File: config.mk
export PLATFORM = sky130hd
export DESIGN_NAME = usb_en_seq
export DESIGN_NICKNAME = d
export VERILOG_FILES = /design/src/rtl/usb_en_seq_pkg.sv /design/src/rtl/usb_en_seq_ctrl.sv /design/src/rtl/usb_en_seq_dp.sv /design/src/rtl/usb_en_seq.sv
export SDC_FILE = /design/constraint.sdc
export NUM_CORES = 1
export LEC_CHECK = 0
export BUFFER_PORTS_ARGS = -buffer_cell sky130_fd_sc_hd__buf_4
export CAP_MARGIN = 15
export CELL_PAD_IN_SITES_DETAIL_PLACEMENT = 1
export CELL_PAD_IN_SITES_GLOBAL_PLACEMENT = 1
export CORE_MARGIN = 1
export CORE_UTILIZATION = 29
export DETAILED_ROUTE_END_ITERATION = 8
export GPL_TIMING_DRIVEN = 0
export HOLD_SLACK_MARGIN = 0.12
export PLACE_DENSITY_LB_ADDON = 0.05
export SLEW_MARGIN = 25
export SYNTH_ARGS = -nofsm -noshare
export SYNTH_HDL_FRONTEND = slang
export SYNTH_SLANG_ARGS = --single-unit
File: constraint.sdc
create_clock -name clk -period 0.9 [get_ports clk]
set_clock_uncertainty 0.05 [all_clocks]
set_input_delay 0.18 -clock clk [delete_from_list [all_inputs] [get_ports clk]]
set_output_delay 0.18 -clock clk [all_outputs]
set_load 0.01 [all_outputs]
File: src/rtl/usb_en_seq_pkg.sv
package usb_en_seq_pkg;
  localparam int DATA_W = 16;
  localparam int LANES  = DATA_W / 8;

  typedef enum logic [1:0] {
    ST_RESET   = 2'd0,
    ST_OFF     = 2'd1,
    ST_CLKSTOP = 2'd2,
    ST_DEVICE  = 2'd3
  } seq_state_e;

  // strobes from control to the configuration datapath
  typedef struct packed {
    logic [LANES-1:0] cfgWr;
  } dp_strobe_t;
endpackage

File: src/rtl/usb_en_seq_ctrl.sv
module usb_en_seq_ctrl
  import usb_en_seq_pkg::*;
(
  input  logic             clk,
  input  logic             rst_n,
  input  logic             wrEn,
  input  logic             wrAddr,
  input  logic [LANES-1:0] wrStrb,
  input  logic [1:0]       wrCtl,
  input  logic             eorPulse,
  output seq_state_e       state,
  output logic             enQ,
  output logic             frzQ,
  output logic             eorRstQ,
  output dp_strobe_t       strobe
);
  logic       ctrlWr;
  logic       enNext;
  logic       frzNext;
  logic       eorHit;
  seq_state_e stateNext;

  assign ctrlWr       = wrEn && !wrAddr && wrStrb[0];
  assign strobe.cfgWr = {LANES{wrEn && wrAddr}} & wrStrb;

  always_comb begin
    enNext  = ctrlWr ? wrCtl[0] : enQ;
    // freeze is held at 1 whenever the controller is disabled
    frzNext = !enNext ? 1'b1 : (ctrlWr ? wrCtl[1] : frzQ);
    // End-Of-Reset only counts in device state and loses to a disable
    eorHit  = eorPulse && (state == ST_DEVICE) && enNext;
    if (!enNext) begin
      stateNext = enQ ? ST_OFF : state;
    end else begin
      stateNext = frzNext ? ST_CLKSTOP : ST_DEVICE;
    end
  end

  always_ff @(posedge clk or negedge rst_n) begin
    if (!rst_n) begin
      state   <= ST_RESET;
      enQ     <= 1'b0;
      frzQ    <= 1'b1;
      eorRstQ <= 1'b0;
    end else begin
      state   <= stateNext;
      enQ     <= enNext;
      frzQ    <= frzNext;
      eorRstQ <= eorHit;
    end
  end
endmodule

File: src/rtl/usb_en_seq_dp.sv
module usb_en_seq_dp
  import usb_en_seq_pkg::*;
#(
  parameter int BUF_AW = 11,
  parameter int SPD_W  = 2
) (
  input  logic              clk,
  input  logic              rst_n,
  input  dp_strobe_t        strobe,
  input  logic [DATA_W-1:0] wrData,
  input  logic              rdAddr,
  input  logic              enQ,
  input  logic              frzQ,
  output logic [DATA_W-1:0] rdData
);
  localparam int CFG_W = BUF_AW + 1 + SPD_W;
  localparam logic [DATA_W-1:0] CFG_MASK = DATA_W'((32'd1 << CFG_W) - 32'd1);

  logic [DATA_W-1:0] cfgQ;

  for (genvar i = 0; i < LANES; i++) begin : g_lane
    always_ff @(posedge clk or negedge rst_n) begin
      if (!rst_n) begin
        cfgQ[8*i +: 8] <= 8'h00;
      end else if (strobe.cfgWr[i]) begin
        cfgQ[8*i +: 8] <= wrData[8*i +: 8] & CFG_MASK[8*i +: 8];
      end
    end
  end

  always_comb begin
    if (rdAddr) begin
      rdData = cfgQ;
    end else begin
      rdData = {{(DATA_W-2){1'b0}}, frzQ, enQ};
    end
  end
endmodule

File: src/rtl/usb_en_seq.sv
module usb_en_seq
  import usb_en_seq_pkg::*;
#(
  parameter int BUF_AW = 11,
  parameter int SPD_W  = 2
) (
  input  logic        clk,
  input  logic        rst_n,
  input  logic        wrEn,
  input  logic        wrAddr,
  input  logic [1:0]  wrStrb,
  input  logic [15:0] wrData,
  input  logic        eorPulse,
  input  logic        rdAddr,
  output logic [15:0] rdData,
  output logic        ctlRst,
  output logic        attached,
  output logic        suspend,
  output logic        clkEn,
  output logic [1:0]  seqState
);
  seq_state_e state;
  logic       enQ;
  logic       frzQ;
  logic       eorRstQ;
  logic       offState;
  dp_strobe_t strobe;

  usb_en_seq_ctrl u_ctrl (
    .clk     (clk),
    .rst_n   (rst_n),
    .wrEn    (wrEn),
    .wrAddr  (wrAddr),
    .wrStrb  (wrStrb),
    .wrCtl   (wrData[1:0]),
    .eorPulse(eorPulse),
    .state   (state),
    .enQ     (enQ),
    .frzQ    (frzQ),
    .eorRstQ (eorRstQ),
    .strobe  (strobe)
  );

  usb_en_seq_dp #(.BUF_AW(BUF_AW), .SPD_W(SPD_W)) u_dp (
    .clk   (clk),
    .rst_n (rst_n),
    .strobe(strobe),
    .wrData(wrData),
    .rdAddr(rdAddr),
    .enQ   (enQ),
    .frzQ  (frzQ),
    .rdData(rdData)
  );

  assign offState = (state == ST_RESET) || (state == ST_OFF);
  assign ctlRst   = offState || eorRstQ;
  assign attached = !offState;
  assign suspend  = offState;
  assign clkEn    = (state == ST_DEVICE);
  assign seqState = state;
endmodule

# Word level (Yosys, flattened, before mapping)

Cells that the tools add are included.

$add $sub $neg: 0
Multiply operators: 0
Divide/modulo/power cells: 0
Order comparisons: 0
Equality and inequality tests: 2
Shifts and indexed selects: 0
Muxes and demuxes: 7
Bitwise logic cells: 1
Reductions and logical operators: 11

Operator list:

| kind               | number |
|---|---|
| $mux 14            | 1 |
| $logic_and 1x1->1  | 5 |
| $mux 1             | 4 |
| $mux 2             | 2 |
| $and 2x2->2        | 1 |
| $eq 2x1->1 const B | 1 |
| $eq 2x2->1 const B | 1 |
| $logic_not 1->1    | 2 |
| $logic_not 2->1    | 1 |
| $logic_or 1x1->1   | 2 |
| $reduce_bool 2->1  | 1 |

Register bits after elaboration: 19
Latch bits: 0
RAM bits: 0
Memory bits (read-only): 0
Logic and storage cells: 27
Memories kept: 0

# Depth between registers and ports, before layout

Depth in word-level cells: 7
Depth in mapped cells: 4
Gate-level depth less buffers: 3

# Hierarchy

Synthesis repeated with hierarchy kept, for this count alone.

Cells, all modules: 73
Area total of the unflattened synthesis: 967.2 um^2

By module, submodules not included:

| module          | instances | cells an instance | area an instance (um^2) | seq. area each (um^2) |
|---|---|---|---|---|
| usb_en_seq_dp   | 1         | 48                | 704.4                   | 350.3 |
| usb_en_seq_ctrl | 1         | 21                | 242.7                   | 126.4 |
| usb_en_seq      | 1         | 4                 | 20.0                    | 0.0 |

# Worst setup path after synthesis

OpenSTA, ideal clock, no wires.

Path type: input to register
From: in wrAddr
To: reg u_ctrl.eorRstQ
Setup time: 0.120 ns
Arrival time: 0.947 ns
Required time: 0.730 ns
Setup slack: -0.216 ns
Stages: 4
Cells stage by stage: and3b_1 > buf_6 > mux2_4 > and3_1

Longest elaborated chain between the ends: 5

RTL lines:

| item                           | line                  | RTL |
|---|---|---|
| start: declaration             | usb_en_seq.sv:10      | `input logic wrAddr,` |
| $logic_not 1->1                | usb_en_seq_ctrl.sv:23 | `assign ctrlWr = wrEn && !wrAddr && wrStrb[0];` |
| $logic_and 1x1->1 (2 in a row) | usb_en_seq_ctrl.sv:23 |  |
| $mux 1                         | usb_en_seq_ctrl.sv:27 | `enNext = ctrlWr ? wrCtl[0] : enQ;` |
| net u_ctrl.enNext              | usb_en_seq_ctrl.sv:18 | `logic enNext;` |
| $logic_and 1x1->1              | usb_en_seq_ctrl.sv:31 | `eorHit = eorPulse && (state == ST_DEVICE) && enNext;` |
| net u_ctrl.eorHit              | usb_en_seq_ctrl.sv:20 | `logic eorHit;` |
| end signal: assignment         | usb_en_seq_ctrl.sv:49 | `eorRstQ <= eorHit;` |
| end: declaration               | usb_en_seq_ctrl.sv:14 | `output logic eorRstQ,` |

The timed path passes the listed nets, and every way through them passes these cells.
A chain may end at the register's enable or synchronous reset.

# Worst setup path in the final report

From: reg u_ctrl.enQ
To: out rdData[0]

Longest elaborated chain between the ends: 1

RTL lines:

| item                     | line                  | RTL |
|---|---|---|
| start: declaration       | usb_en_seq_ctrl.sv:12 | `output logic enQ,` |
| start signal: assignment | usb_en_seq_ctrl.sv:47 | `enQ <= enNext;` |
| $mux 14                  | usb_en_seq_dp.sv:32   | `if (rdAddr) begin` |
| end: declaration         | usb_en_seq.sv:15      | `output logic [15:0] rdData,` |

No other way between the ends.

==> impl_results.md <==
- Worst hold slack across all endpoints: slightly below 60 ps
- Std-Cell Core Area: around 2800 µm²
- Antenna Diode Count: 0
- Number of global-route vias before repair: around 770
- Vias: 720
- Syn Area/Cell: between 10 and 15 µm²
- Critical path data required time: 670 ps
- Global-route wire length before repair: roughly 3400 µm
- Share of synthesized area occupied by flip-flops and latches: 0.5451
- Post-synthesis to final-layout area growth: 70.39%
- H-tree depth: 1
- Clk slew on worst S/H paths: 100 ps
- Most repeated cell in the gate-level netlist after synthesis: dfrtp_1
- Layout net count: 153
- Clock tree from TritonCTS: yes
- Violations in the final reports: DRC, setup timing
- Clock root buffer: clkbuf_4
- Startpoint of the most critical register-to-register path: u_ctrl.enQ$_DFF_PN0_
- Most common library cells after synthesis: 18 x dfrtp_1, 16 x mux2_2, 13 x and2_1
- Number of top-level design ports: between 40 and 50
- Number of enable-type register cells in the synthesized netlist: 0
- Drt via density: about 4.5
- Clock buffers created by TritonCTS: 3
- Biggest fanout along the worst timing path: 2
- Post-synth ARST share: 1.000
- Number of remaining DRC errors: 4
- Number of hold-slack violations in the final timing report: 0
- Die Y: between 50 and 60 µm
- Overall die width: about 57 µm
- Antenna violations before repair: 0
- Synth top area share: 0.5150
- Count of mapped cells out of synthesis: 68
- Count of non-filler cells in the finished layout: about 160
- Setup-violating endpoint count in the final report: 27
- Number of max-cap violations: 0
- I/O Buffers: 41
- Post-synthesis cell type with the largest combined area: dfrtp_1
- Instance count after placement with tap cells included: about 140
- Netlist Area Pre-Place: 874.6 µm²
- Power per Cell Area: 1756 nW/µm²
- Worst reg-to-reg setup slack: -350 ps
- Sink Count: 19
- Status: finished, violations left
- Element type at the critical path end: primary output
- Maximum resistive drop on vdd: about 870 µV
- Global route total overflow: 0
- Type of the worst setup path: flip-flop to primary output
- Count of nets left with antenna violations after detail routing: 0
- Routability congestion estimate: around 0.7
- Cell leakage power: between 0.0007 and 0.0008 µW
- Max Transition Viols Final: 0
- Source of the worst hold timing path: wrData[11]
- Final Critical Period: around 1300 ps
- Clock latency on the worst-skew pair: approximately 290 ps
- Setup repair after global routing missed its margin: true
- Total global-route track usage: 0.1407
- Std cell rows: 19
- Share of post-route cells with drive strength above 1: 0.6484
- Largest net degree at the start of global routing: 20
- Mean routed wirelength per cell: approximately 13 µm
- Total iterations of the first detailed-routing run: 5
- Critical Path Start Type: flip-flop
- PnR worst setup slack: -424.4 ps
- Total Die Area: ~3200 µm²
- Fmax: ~0.76 GHz
- Distinct cell type count of the synthesized netlist: 19
- Class of the tightest hold or removal check: input pin to flip-flop
- Register bit count reported by yosys: 19
- 1st-iter DRT viols: 18
- Critical Path AT: between 1000 and 1500 ps
- Effective utilization at floorplan: 0.3118
- Final Routed Wirelength: approximately 2100 µm
- Top_reg_cell synth: dfrtp_1
- Fin Setup TNS: -7636 ps
- Yosys synthesis warning count: 0
- Ranking of synthesized cells by area: dfrtp_1 52%, mux2_2 21%, and2_1 9.3%, dfstp_2 3.0%, nand3_1 1.7%
- Clock tree buffer depth: 2
- Fin crit share: 1.472
- Worst Setup SP: u_ctrl.enQ$_DFF_PN0_
## critical path: stages, from the launching register on
cell,delay (ps)
dfrtp_1,400
mux2_4,280
buf_6,120
## registers in the layout, summed over array words and instances (netlist names)
signal          count
u_ctrl.frzQ         1
u_ctrl.eorRstQ      1
u_dp.cfgQ          14
u_ctrl.state        2
u_ctrl.enQ          1
## cells by family after synthesis
| group | count (synthesis) | share of synthesized area |
|---|---|---|
| AO/OA/AOI/OAI | 3 | 0.03005 |
| multiplexers | 18 | 0.2346 |
| AND/OR/NAND/NOR | 21 | 0.1431 |
| other | 1 | 0.004288 |
| flip-flops | 19 | 0.5451 |
| buffers and inverters | 6 | 0.04291 |
## report_power, final
| group | internal, µW | leakage, µW | total (µW) | switching, µW |
|---|---|---|---|---|
| sequential | 1020 | 0.000224 | 1120 | 100 |
| combinational | 724 | 0.000496 | 1070 | 349 |
| clock | 173 | 0.0000150 | 428 | 256 |
## layout make-up
type / instances / area [µm²]
Buffer: 5 / 33.78
Sequential cell: 19 / 478.0
Fill cell: 310 / 1315
Clock buffer: 4 / 26.28
Inverter: 1 / 3.754
Timing Repair Buffer: 55 / 509.2
Multi-Input combinational cell: 44 / 400.4
Tap cell: 31 / 38.79
## per-stage QoR
stage                     power [µW]  cell area [µm²]  worst slack (ps)  utilization
final                           2616             1490            -424.4       0.5312
after global routing            2794             1490            -487.5       0.5312
after CTS                       2522             1421            -441.1       0.5067
after detailed placement        1871             1237            -407.0       0.4411
after global placement          1841             1237            -387.1       0.4411
after floorplan                 1475            890.9            -208.6            -
## what timing repair did
action                                 CTS  global route
setup buffers                            6             4
setup endpoints to repair               25            26
pin swaps                                1             1
endpoints found under the hold margin   35            15
hold buffers                             4             1
gates resized for setup                 21            10
## layout by cell type (no fill, tap or decap)
master	instances
buf_6	24
dfrtp_2	1
a211o_1	1
clkbuf_1	3
and2_4	3
and3_4	1
o21bai_1	1
conb_1	2
buf_4	30
nand2_1	2
dfstp_2	1
mux2_2	13
o211a_1	1
clkbuf_4	3
nand3_1	2
inv_2	1
mux2_4	4
dlygate4sd3_1	4
dfrtp_1	17
and3b_1	1
and2_1	10
mux2i_1	1
nand2b_4	1
nand3_2	1
## worst paths after layout
kind	end	cells past startpoint
setup / recovery	rdData[0]	2
hold / removal	u_dp.cfgQ[11]$_DFFE_PN0P_	2
setup reg to reg	u_ctrl.state[1]$_DFFE_PN0P_	4
hold reg to reg	u_dp.cfgQ[7]$_DFFE_PN0P_	1
max in group asynchronous	u_ctrl.frzQ$_DFF_PN1_	2
min in group asynchronous	u_dp.cfgQ[12]$_DFFE_PN0P_	2
## metal layers
| metal | share of wire | global-route usage | vias to the layer above |
|---|---|---|---|
| met3 | 0.086 | 0.05300 | 2 |
| met2 | 0.51 | 0.2471 | 33 |
| met4 | 0.0053 | 0.05226 | 0 |
| met5 | 0 | 0 | - |
| li1 | - | - | 345 |
| met1 | 0.40 | 0.1538 | 340 |
No activity file was read; power rests on OpenSTA's default activity.
